**src/rtl/temp_reg_slave.sv**
```systemverilog
module temp_reg_slave #(
  parameter int          ADDR_W   = 7,
  parameter int          NREG     = 8,
  parameter logic [7:0]  HYST_RST = 8'h4B,
  parameter logic [7:0]  OVT_RST  = 8'h50,
  parameter logic [7:0]  FWD_BASE = 8'h80
) (
  input  logic              clk,
  input  logic              rst,
  input  logic [ADDR_W-1:0] bus_id,
  input  logic [ADDR_W-1:0] fwd_id,
  input  logic [7:0]        temp_c,
  input  logic              tx_vld,
  input  logic [2:0]        tx_kind,
  input  logic [ADDR_W-1:0] tx_addr,
  input  logic [7:0]        tx_cmd,
  input  logic [15:0]       tx_data,
  output logic              rx_ack,
  output logic              rx_ok,
  output logic [15:0]       rx_data,
  output logic              fw_req,
  output logic              fw_we,
  output logic [7:0]        fw_code,
  output logic [7:0]        fw_wdata,
  input  logic [7:0]        fw_rdata
);
  localparam int IDX_W = $clog2(NREG);
  localparam logic [2:0] K_SEND = 3'd0, K_WRB = 3'd1, K_WRW = 3'd2,
                         K_RECV = 3'd3, K_RDB = 3'd4, K_RDW = 3'd5;
  localparam logic [IDX_W-1:0] T_HI = IDX_W'(0), T_LO = IDX_W'(1), CFG = IDX_W'(2),
                               HY_HI = IDX_W'(3), HY_LO = IDX_W'(4),
                               OV_HI = IDX_W'(5), OV_LO = IDX_W'(6),
                               SPARE = IDX_W'(NREG-1);

  logic [7:0] regs [NREG];
  logic [7:0] ptr;

  function automatic logic writable(input logic [IDX_W-1:0] i);
    return (i != T_HI) && (i != T_LO) && (i != SPARE);
  endfunction

  wire hit     = tx_vld && (bus_id != '0) && (tx_addr == bus_id);
  wire is_send = (tx_kind == K_SEND);
  wire is_wrb  = (tx_kind == K_WRB);
  wire is_wrw  = (tx_kind == K_WRW);
  wire is_recv = (tx_kind == K_RECV);
  wire is_rdb  = (tx_kind == K_RDB);
  wire is_rdw  = (tx_kind == K_RDW);
  wire known   = tx_kind <= K_RDW;

  wire [7:0]       code = is_recv ? ptr : tx_cmd;
  wire [IDX_W-1:0] bidx = code[IDX_W-1:0];
  wire             fwd  = hit && (fwd_id != '0) && (is_wrb || is_rdb || is_recv)
                          && (code >= FWD_BASE);

  logic [IDX_W-1:0] fa, sa;
  always_comb begin
    case (tx_cmd[1:0])
      2'd0:    begin fa = T_HI;  sa = T_LO;  end
      2'd1:    begin fa = CFG;   sa = CFG;   end
      2'd2:    begin fa = HY_HI; sa = HY_LO; end
      default: begin fa = OV_HI; sa = OV_LO; end
    endcase
  end

  logic             wa_en, wb_en;
  logic [IDX_W-1:0] wa_idx;
  logic [7:0]       wa_dat;
  always_comb begin
    wa_en  = 1'b0;
    wb_en  = 1'b0;
    wa_idx = bidx;
    wa_dat = tx_data[7:0];
    if (hit && is_wrb && !fwd)
      wa_en = writable(bidx);
    if (hit && is_wrw) begin
      if (tx_cmd[1:0] == 2'd1) begin
        wa_en  = 1'b1;
        wa_idx = CFG;
      end else begin
        wa_en  = writable(fa);
        wa_idx = fa;
        wa_dat = tx_data[15:8];
        wb_en  = writable(sa);
      end
    end
  end

  assign rx_ack = hit && known;
  assign rx_ok  = rx_ack && (is_send || is_recv || is_rdb || is_rdw || fwd || wa_en);

  always_comb begin
    rx_data = '0;
    if (hit) begin
      if (is_rdb || is_recv)
        rx_data = {8'h00, fwd ? fw_rdata : regs[bidx]};
      else if (is_rdw)
        rx_data = {regs[sa], regs[fa]};
    end
  end

  assign fw_req   = fwd;
  assign fw_we    = fwd && is_wrb;
  assign fw_code  = fwd ? code : 8'h00;
  assign fw_wdata = (fwd && is_wrb) ? tx_data[7:0] : 8'h00;

  always_ff @(posedge clk) begin
    if (rst) begin
      for (int i = 0; i < NREG; i++) regs[i] <= 8'h00;
      regs[T_HI]  <= temp_c;
      regs[HY_HI] <= HYST_RST;
      regs[OV_HI] <= OVT_RST;
      ptr         <= 8'h00;
    end else begin
      if (wa_en) regs[wa_idx] <= wa_dat;
      if (wb_en) regs[sa]     <= tx_data[7:0];
      if (hit && is_send) ptr <= tx_data[7:0];
    end
  end

  // an unacknowledged cycle is silent on every output
  p_nack_quiet_r1: assert property (@(posedge clk) disable iff (rst)
    !rx_ack |-> (rx_data == 16'h0000) && !rx_ok && !fw_req);

  // temperature bytes only change through reset
  p_temp_ro_r3: assert property (@(posedge clk) disable iff (rst)
    1'b1 |=> $stable(regs[T_HI]) && $stable(regs[T_LO]));

  // an accepted local byte write lands in its slot
  p_byte_store_r3: assert property (@(posedge clk) disable iff (rst)
    (hit && is_wrb && rx_ok && !fw_req) |=> regs[$past(bidx)] == $past(tx_data[7:0]));

  // send byte reloads the pointer
  p_ptr_load_r5: assert property (@(posedge clk) disable iff (rst)
    (rx_ack && is_send) |=> ptr == $past(tx_data[7:0]));

  // forwarding only for high codes with a companion present
  p_fwd_high_r8: assert property (@(posedge clk) disable iff (rst)
    fw_req |-> (fw_code >= FWD_BASE) && (fwd_id != '0) && rx_ack);

  // word kinds never reach the forwarding port
  p_word_local_r9: assert property (@(posedge clk) disable iff (rst)
    (tx_vld && (is_rdw || is_wrw)) |-> !fw_req);
endmodule

```
**config.mk**
```make
export PLATFORM = sky130hd
export DESIGN_NAME = temp_reg_slave
export DESIGN_NICKNAME = d
export VERILOG_FILES = /design/src/rtl/temp_reg_slave.sv
export SDC_FILE = /design/constraint.sdc
export NUM_CORES = 1
export LEC_CHECK = 0
export BUFFER_PORTS_ARGS = -buffer_cell sky130_fd_sc_hd__buf_2
export CAP_MARGIN = 15
export CORE_MARGIN = 2
export CORE_UTILIZATION = 26
export DETAILED_ROUTE_END_ITERATION = 7
export PLACE_DENSITY = 0.4
export SYNTH_ARGS = -nofsm -noshare
export SYNTH_HDL_FRONTEND = slang
export SYNTH_SLANG_ARGS = --single-unit
```
**constraint.sdc**
```tcl
create_clock -name clk -period 5.21 [get_ports clk]
set_input_delay 1.042 -clock clk [delete_from_list [all_inputs] [get_ports clk]]
set_output_delay 1.042 -clock clk [all_outputs]
set_load 0.005 [all_outputs]
```
==> results of run 1 <==
worst paths after layout:
| kind | endpoint | from | cells after the start | slack, ns |
|---|---|---|---|---|
| worst min-delay path | ptr[6]$_SDFFE_PP0P_ | ptr[6]$_SDFFE_PP0P_ | 2 | 0.50 |
| worst max register to register | regs[6][6]$_DFFE_PP_ | ptr[1]$_SDFFE_PP0P_ | 6 | 2.31 |
| worst min register to register | ptr[6]$_SDFFE_PP0P_ | ptr[6]$_SDFFE_PP0P_ | 2 | 0.50 |
| worst max-delay path | rx_data[7] | tx_cmd[0] | 8 | 0.79 |
power by group through the flow:
stage | combinational [µW] | sequential [µW] | clock [µW]
3_3_place_gp | 274 | 683 | 0
5_1_grt | 297 | 672 | 665
3_5_place_dp | 277 | 683 | 0
6_report | 276 | 671 | 630
4_1_cts | 278 | 671 | 641
2_1_floorplan | 181 | 670 | 0
through the flow:
| stage | worst slack (ns) | cells | util | hold slack (ns) | total power, µW |
|---|---|---|---|---|---|
| 3_3_place_gp | 0.843 | 909 | 0.301 | 0.484 | 957 |
| 2_1_floorplan | 1.24 | 555 | - | 0.454 | 851 |
| 5_1_grt | 0.670 | 925 | 0.314 | 0.519 | 1630 |
| 6_report | 0.794 | 925 | 0.314 | 0.501 | 1580 |
| 4_1_cts | 0.794 | 925 | 0.314 | 0.505 | 1590 |
| 3_5_place_dp | 0.780 | 909 | 0.301 | 0.483 | 960 |
layout by cell type, fill, tap and decap left out, drive strengths merged, types with 9 or more instances in the layout:
cell type	count
clkbuf	10
nor2	55
edfxtp	64
a21oi	21
mux2i	70
o31ai	34
inv	16
o21ai	9
nand2	83
buf	111
mux2	28
mux4	24
kinds of logic after synthesis:
| kind of cell | share of synthesized area |
|---|---|
| buffers and inverters | 0.0418 |
| AND/OR/NAND/NOR | 0.180 |
| AO/OA/AOI/OAI | 0.120 |
| multiplexers | 0.269 |
| flip-flops | 0.358 |
| adder cells (fa/ha/maj) | 0.0172 |
| XOR/XNOR | 0.0131 |
sequential cells by signal (all words and copies together), names as in the netlist:
signal  cells
regs       64
ptr         8
critical path, stage by stage:
cell	delay, ns
buf_2	0.15
inv_1	0.15
ha_1	0.73
mux2_2	0.42
mux4_2	0.49
nand2_1	0.10
o221ai_1	0.12
buf_2	0.17
area by class of cell:
| class | count | area share |
|---|---|---|
| Tap cell | 280 | 0.0509 |
| Sequential cell | 72 | 0.303 |
| Clock buffer | 10 | 0.0333 |
| Clock inverter | 6 | 0.0100 |
| Inverter | 15 | 0.00819 |
| Multi-Input combinational cell | 431 | 0.509 |
| Timing Repair Buffer | 111 | 0.0859 |
Yosys cell counts (4+ instances only):
| cell | number |
|---|---|
| o221ai_1 | 8 |
| and3_1 | 6 |
| o21ai_0 | 5 |
| dfxtp_1 | 8 |
| nor2_2 | 4 |
| mux4_2 | 24 |
| edfxtp_1 | 64 |
| nor2_1 | 51 |
| and2_1 | 8 |
| clkbuf_1 | 15 |
| nand3_1 | 5 |
| a41oi_1 | 4 |
| ha_1 | 8 |
| nand2_1 | 83 |
| buf_1 | 5 |
| nand4_1 | 4 |
| o41ai_1 | 4 |
| mux2i_1 | 70 |
| a21oi_1 | 21 |
| a31oi_1 | 5 |
| o31ai_2 | 9 |
| or3_1 | 4 |
| buf_2 | 11 |
| mux2_2 | 25 |
| nand2b_1 | 7 |
| nor3_1 | 5 |
| o21ai_1 | 4 |
| o31ai_1 | 25 |
| inv_1 | 15 |
metal layers:
layer	part of all wire	global-route usage	wire [µm]	up-vias
li1	-	-	-	2271
met1	0.45	0.240	9560	2441
met2	0.47	0.290	9930	173
met3	0.039	0.0292	830	40
met4	0.040	0.0786	843	0
met5	0	0	0	-
==> metrics.cfg, run 1 <==
[timing]
setup_viol = 0
finClkSkew_ns = 0.00685
period_needed_ns = 4.42
rsz0062_at_grt = no
slew_headroom = 0.444
finalHoldViolCount = 0
fin_crit_sh = 0.848
tightestPinTransition_ns = 0.811
max_freq_mhz = 226
slew_violations = 0
setup_tns_ns = 0

[clocking]
post_cts_resized = 0
cts_setup_buffers = 0
cts_sinks = 72
clockRootBuffer = clkbuf_16
path_clk_slew_ns = 0.06
cts_tree = done
holdBufCountCts = 0
cts_buffer_depth = 2
cts_buffers = 9
htree_levels = 3
worstSkewPairLatency_ns = 0.35

[power_and_ir_drop]
ir_worst_vdd_uv = 148
p_per_area_nw_per_um2 = 229
leakagePower_uw = 0.00275
clockPowerShare = 0.399
seqPwrFrac = 0.425
switchingPower_uw = 433
switching_share = 0.275
p_int_uw = 1140
p_comb_frac = 0.175

[synthesis]
synth_area_um2 = 5810
synthesis.instances = 555
yosysWarningCount = 0
synth.net_count = 630
ys_ff_latch = 72
async_flop_share = 0
synth_edf_count = 64
netlist.area_leader.share = 0.331
yosysTopAreaCell = edfxtp_1
syn_avg_cell_area_um2 = 10.5
yosys.cell_types.count = 60
yosys-top-cells-area = edfxtp_1 33%, mux2i_1 12%, mux4_2 9.3%
synthFlopType = edfxtp_1
yosysSeqAreaShare = 0.358

[final_layout]
drive_gt1_frac = 0.327
multi_input_area_um2 = 3500
antenna_cells = 0
seq_area_um2 = 2080
finalNetCount = 715
syn_to_final_growth_pct = 18.4
num-fill-cells = 2309
stdcell_area_um2 = 6880

[floorplanning]
die_w_um = 153
core_um2 = 21900
io_pins = 103
die_h_um = 153
start_util = 0.265
die-area_um2 = 23600
rows = 54

[placement]
place_hpwl_um = 16100
place_area_um2 = 6580
place.gp.congestion = 0.826
io_buffers = 102

[status]
status = complete, no violations

[global_routing]
grt_pass1_vias = 5003
grtUsageTotal = 0.180
overflow = 0
antenna_found_initial = 0
grt_pass1_wl_um = 31700
grt_max_degree = 36

[setup_path]
crit_type = in -> out
crit_path_start_kind = input pin
crit_fanout = 18
worst-endpoint-required_ns = 4.17
worstSetupEndpointType = output pin
arrival_ns = 3.37

[min_path]
hp-class = reg -> reg

[detailed_routing]
post-route-drc-count = 0
drtIter0Drc = 397
viasPerCell = 5.32
post_drt_wl_per_cell_um = 22.9
ant_nets = 0
vias = 4925
dr.pass1.iters = 5
finalWirelength_um = 21200

[job]
maxCapViolCount = 0

Note: power is estimated with default switching activity, not from simulation.
==> inputs of run 2 (changes only) <==
--- a/config.mk
+++ b/config.mk
@@ -10,7 +10,7 @@
 export CORE_MARGIN = 2
 export CORE_UTILIZATION = 26
 export DETAILED_ROUTE_END_ITERATION = 7
-export PLACE_DENSITY = 0.4
+export PLACE_DENSITY = 0.42
 export SYNTH_ARGS = -nofsm -noshare
 export SYNTH_HDL_FRONTEND = slang
 export SYNTH_SLANG_ARGS = --single-unit
==> constraint.sdc (replaced) <==
create_clock -name clk -period 3.7 [get_ports clk]
set_input_delay 0.74 -clock clk [delete_from_list [all_inputs] [get_ports clk]]
set_output_delay 0.74 -clock clk [all_outputs]
set_load 0.005 [all_outputs]
==> metrics.cfg, run 2 (synthesis results as in run 1) <==
[status]
status = complete, no violations

[setup_path]
worstSetupEndpointType = output pin
crit_type = in -> out
reg2reg_depth = 9
r2r-end = regs[6][4]$_DFFE_PP_
rrSetupSlack_ns = 1.26
crit_start = bus_id[4]
path_cells = buf_2, xor2_1, nand4bb_4, or3_1, or3_1, o221ai_1, buf_2
arrival_ns = 2.74
crit_path_start_kind = input pin
cp-endpoint = rx_data[3]
crit_fanout = 8
worst-endpoint-required_ns = 2.96
max_stage_delay_ns = 0.63
crit_path_top_delay_cell = or3_1
rr_startpoint = ptr[1]$_SDFFE_PP0P_

[clocking]
path_clk_slew_ns = 0.06
worstSkewPairLatency_ns = 0.35
post_cts_resized = 0
holdBufCountCts = 0
cts_tree = done
cts_buffers = 9
htree_levels = 3
cts_setup_buffers = 0
cts_sinks = 72
cts_buffer_depth = 2
clockRootBuffer = clkbuf_16

[final_layout]
mostFrequentLayoutCell = buf_2
reg_top3 = regs: 64 flops, ptr: 8 flops
final_cell_mix = 102 x buf_2, 83 x nand2_1, 68 x mux2i_1
largest_reg_flops = 64
largest-register = regs
syn_to_final_growth_pct = 23.4
drive_gt1_frac = 0.359
finalNetCount = 745
antenna_cells = 0

[timing]
rsz0062_at_grt = no
slew_violations = 0
finalHoldViolCount = 0
period_needed_ns = 3.48
setup_tns_ns = 0
fin_crit_sh = 0.942
max_freq_mhz = 287
tightestPinTransition_ns = 0.728
setup_slack_ns = 0.216
setup_viol = 0
finClkSkew_ns = 0.0103
slew_headroom = 0.501

[global_routing]
grt_max_degree = 37
grt_pass1_wl_um = 31800
overflow = 0
antenna_found_initial = 0
grt_pass1_vias = 5148
grtUsageTotal = 0.181

[power_and_ir_drop]
ir_worst_vdd_uv = 225
leakagePower_uw = 0.00291
p_per_area_nw_per_um2 = 321

[detailed_routing]
vias = 4971
post_drt_wl_per_cell_um = 22.2
dr.pass1.iters = 5
ant_nets = 0
finalWirelength_um = 21200
post-route-drc-count = 0
drtIter0Drc = 308
viasPerCell = 5.21

[floorplanning]
start_util = 0.265
rows = 54
core_um2 = 21900
die_h_um = 153
die-area_um2 = 23600
io_pins = 103
die_w_um = 153

[placement]
place_hpwl_um = 16000
place.gp.congestion = 0.869
preCtsSetupSlack_ns = 0.132
io_buffers = 102

[min_path]
hp-class = reg -> reg

[job]
maxCapViolCount = 0

[run 2: power breakdown]
part / total [µW] / internal (µW) / switching, µW
logic: 410 / 188 / 222
registers: 944 / 915 / 28.8
clock network: 947 / 590 / 358
[run 2: how the worst min path moves through the flow]
stage	from	to	slack (ns)	cells past startpoint
5_1_grt	ptr[6]$_SDFFE_PP0P_	ptr[6]$_SDFFE_PP0P_	0.55	2
3_3_place_gp	ptr[5]$_SDFFE_PP0P_	ptr[5]$_SDFFE_PP0P_	0.48	2
2_1_floorplan	ptr[7]$_SDFFE_PP0P_	ptr[7]$_SDFFE_PP0P_	0.45	2
4_1_cts	ptr[6]$_SDFFE_PP0P_	ptr[6]$_SDFFE_PP0P_	0.50	2
3_5_place_dp	ptr[5]$_SDFFE_PP0P_	ptr[5]$_SDFFE_PP0P_	0.49	2
6_report	ptr[7]$_SDFFE_PP0P_	ptr[7]$_SDFFE_PP0P_	0.50	2
[run 2: worst max-delay path: cells and delay by family]
| kind | cells | cell delay (ns) |
|---|---|---|
| and+or+nand+nor | 3 | 1.27 |
| AOI/OAI and AO/OA | 1 | 0.28 |
| buffers and inverters | 2 | 0.26 |
| xor gates and xnor gates | 1 | 0.17 |
[run 2: per-stage QoR]
stage,power (µW),hold slack [ns],cells,area [µm²],util
after CTS,2320,0.504,955,7170,0.327
after detailed placement,1370,0.491,939,6850,0.313
after floorplan,1200,0.454,555,5810,-
after global placement,1370,0.482,939,6850,0.313
after global routing,2390,0.550,955,7170,0.327
final,2300,0.502,955,7170,0.327
[run 2: metal layers]
layer / vias to the layer above / global-route usage / part of all wire
li1: 2329 / - / -
met1: 2462 / 0.217 / 0.43
met2: 149 / 0.331 / 0.51
met3: 31 / 0.0252 / 0.041
met4: 0 / 0.0642 / 0.022
met5: - / 0 / 0
[run 2: final cells by class]
class	instances	area (µm²)
tap	280	350
clock buffer	9	225
multi-input combinational	431	3500
timing repair buffer	141	853
clock inverter	7	96.3
sequential	72	2080
fill	2286	14700
inverter	15	56.3
==> inputs of run 3 (changes only) <==
--- a/config.mk
+++ b/config.mk
@@ -11,6 +11,7 @@
 export CORE_UTILIZATION = 26
 export DETAILED_ROUTE_END_ITERATION = 7
 export PLACE_DENSITY = 0.42
+export RECOVER_POWER = 50
 export SYNTH_ARGS = -nofsm -noshare
 export SYNTH_HDL_FRONTEND = slang
 export SYNTH_SLANG_ARGS = --single-unit
==> metrics.cfg, run 3 (synthesis results as in run 1) <==
[power_and_ir_drop]
finalPower_uw = 2300
ir_worst_vdd_uv = 226
p_per_area_nw_per_um2 = 324
leakagePower_uw = 0.00288

[setup_path]
reg2reg_depth = 9
crit_path_top_delay_cell = or3_1
crit_type = in -> out
crit_start = bus_id[4]
worstSetupPathDepth = 7
arrival_ns = 2.73
crit_fanout = 8
path_cells = buf_2, xor2_1, nand4bb_4, or3_1, or3_1, o221ai_1, buf_2
crit_path_start_kind = input pin
cp.buffers_inverters = 2
r2r-end = regs[6][4]$_DFFE_PP_
cp_top_family = simple AND/OR/NAND/NOR gates
max_stage_delay_ns = 0.63
rr_startpoint = ptr[1]$_SDFFE_PP0P_
rrSetupSlack_ns = 1.13
cp-endpoint = rx_data[6]
worstSetupEndpointType = output pin
worst-endpoint-required_ns = 2.96

[timing]
max_freq_mhz = 288
finalHoldViolCount = 0
finClkSkew_ns = 0.0103
setup_slack_ns = 0.225
tightestPinTransition_ns = 1.17
setup_tns_ns = 0
slew_headroom = 0.214
fin_crit_sh = 0.939
rsz0062_at_grt = no
slew_violations = 0
period_needed_ns = 3.47
setup_viol = 0

[detailed_routing]
finalWirelength_um = 21200
post-route-drc-count = 0
dr.pass1.iters = 5
viasPerCell = 5.26
post_drt_wl_per_cell_um = 22.2
drtIter0Drc = 273
ant_nets = 0
vias = 5027

[clocking]
post_cts_resized = 0
cts_setup_buffers = 0
cts_sinks = 72
cts_buffers = 9
cts_tree = done
clockRootBuffer = clkbuf_16
cts_buffer_depth = 2
path_clk_slew_ns = 0.06
holdBufCountCts = 0
worstSkewPairLatency_ns = 0.35
htree_levels = 3

[final_layout]
stdcell_area_um2 = 7100
finalNetCount = 745
largest_reg_flops = 64
final_cells = 955
reg_top3 = regs: 64 flops, ptr: 8 flops
largest-register = regs
num-fill-cells = 2303
seq_area_um2 = 2080
multi_input_area_um2 = 3460
drive_gt1_frac = 0.333
final_cell_mix = 101 x buf_2, 83 x nand2_1, 68 x mux2i_1
mostFrequentLayoutCell = buf_2
antenna_cells = 0
syn_to_final_growth_pct = 22.2

[global_routing]
overflow = 0
grtUsageTotal = 0.181
grt_max_degree = 37
antenna_found_initial = 0
grt_pass1_vias = 5148
grt_pass1_wl_um = 31800

[placement]
place_area_um2 = 6850
place_inst = 939
io_buffers = 102
preCtsSetupSlack_ns = 0.132
place.gp.congestion = 0.869
place_hpwl_um = 16000

[floorplanning]
start_util = 0.265
die_w_um = 153
rows = 54
core_um2 = 21900
die-area_um2 = 23600
die_h_um = 153
io_pins = 103

[min_path]
hold_path_startpoint = ptr[6]$_SDFFE_PP0P_
holdPathStages = 2
hp-class = reg -> reg

[job]
maxCapViolCount = 0

[status]
status = complete, no violations

[run 3: changes by cell type in the layout (fill, tap and decap cells not counted), moves of 2 or more]
cell      previous run  this run
o31ai_2              9         7
nor4_1               2         4
mux2_1               1         8
o31ai_1             25        27
clkbuf_2             0         2
clkbuf_1             0         4
buf_4               35        30
o21ai_0              5         9
nor4_4               3         1
mux2_2              25        19
o21ai_1              4         0
[run 3: worst min-delay path, delay by kind of cell (launching register included)]
| kind | cells | cell delay [ns] |
|---|---|---|
| AND/OR/NAND/NOR | 1 | 0.07 |
| flip-flops | 1 | 0.33 |
| multiplexers | 1 | 0.07 |
[run 3: per-layer routing]
metal  GRT usage  wire [µm]  vias to the layer above
met5           0          0                        -
li1            -          -                     2333
met1       0.217       9040                     2502
met3      0.0252        896                       29
met4      0.0642        457                        0
met2       0.331      10800                      163
[run 3: area by class of cell]
class                   count  share of cell area
clock buffers               9              0.0317
clock inverters             7              0.0136
inverters                  15             0.00793
multi-input cells         431               0.487
flip-flops and latches     72               0.293
well taps                 280              0.0493
repair buffers            141               0.118
[run 3: where the power goes]
group | internal (µW) | total, µW | switching [µW] | leakage (µW)
clock | 590 | 952 | 362 | 0.000149
sequential | 915 | 944 | 28.8 | 0.000716
combinational | 185 | 405 | 220 | 0.00201
total | 1690 | 2300 | 610 | 0.00288
[run 3: metrics by stage]
stage | hold slack [ns] | util
3_5_place_dp | 0.491 | 0.313
4_1_cts | 0.504 | 0.327
3_3_place_gp | 0.482 | 0.313
5_1_grt | 0.550 | 0.324
2_1_floorplan | 0.454 | -
6_report | 0.502 | 0.324
[run 3: worst min path at each step]
stage                                endpoint  slack, ns
final                     ptr[6]$_SDFFE_PP0P_       0.50
after global routing      ptr[6]$_SDFFE_PP0P_       0.55
after CTS                 ptr[6]$_SDFFE_PP0P_       0.50
after detailed placement  ptr[5]$_SDFFE_PP0P_       0.49
after global placement    ptr[5]$_SDFFE_PP0P_       0.48
after floorplan           ptr[7]$_SDFFE_PP0P_       0.45
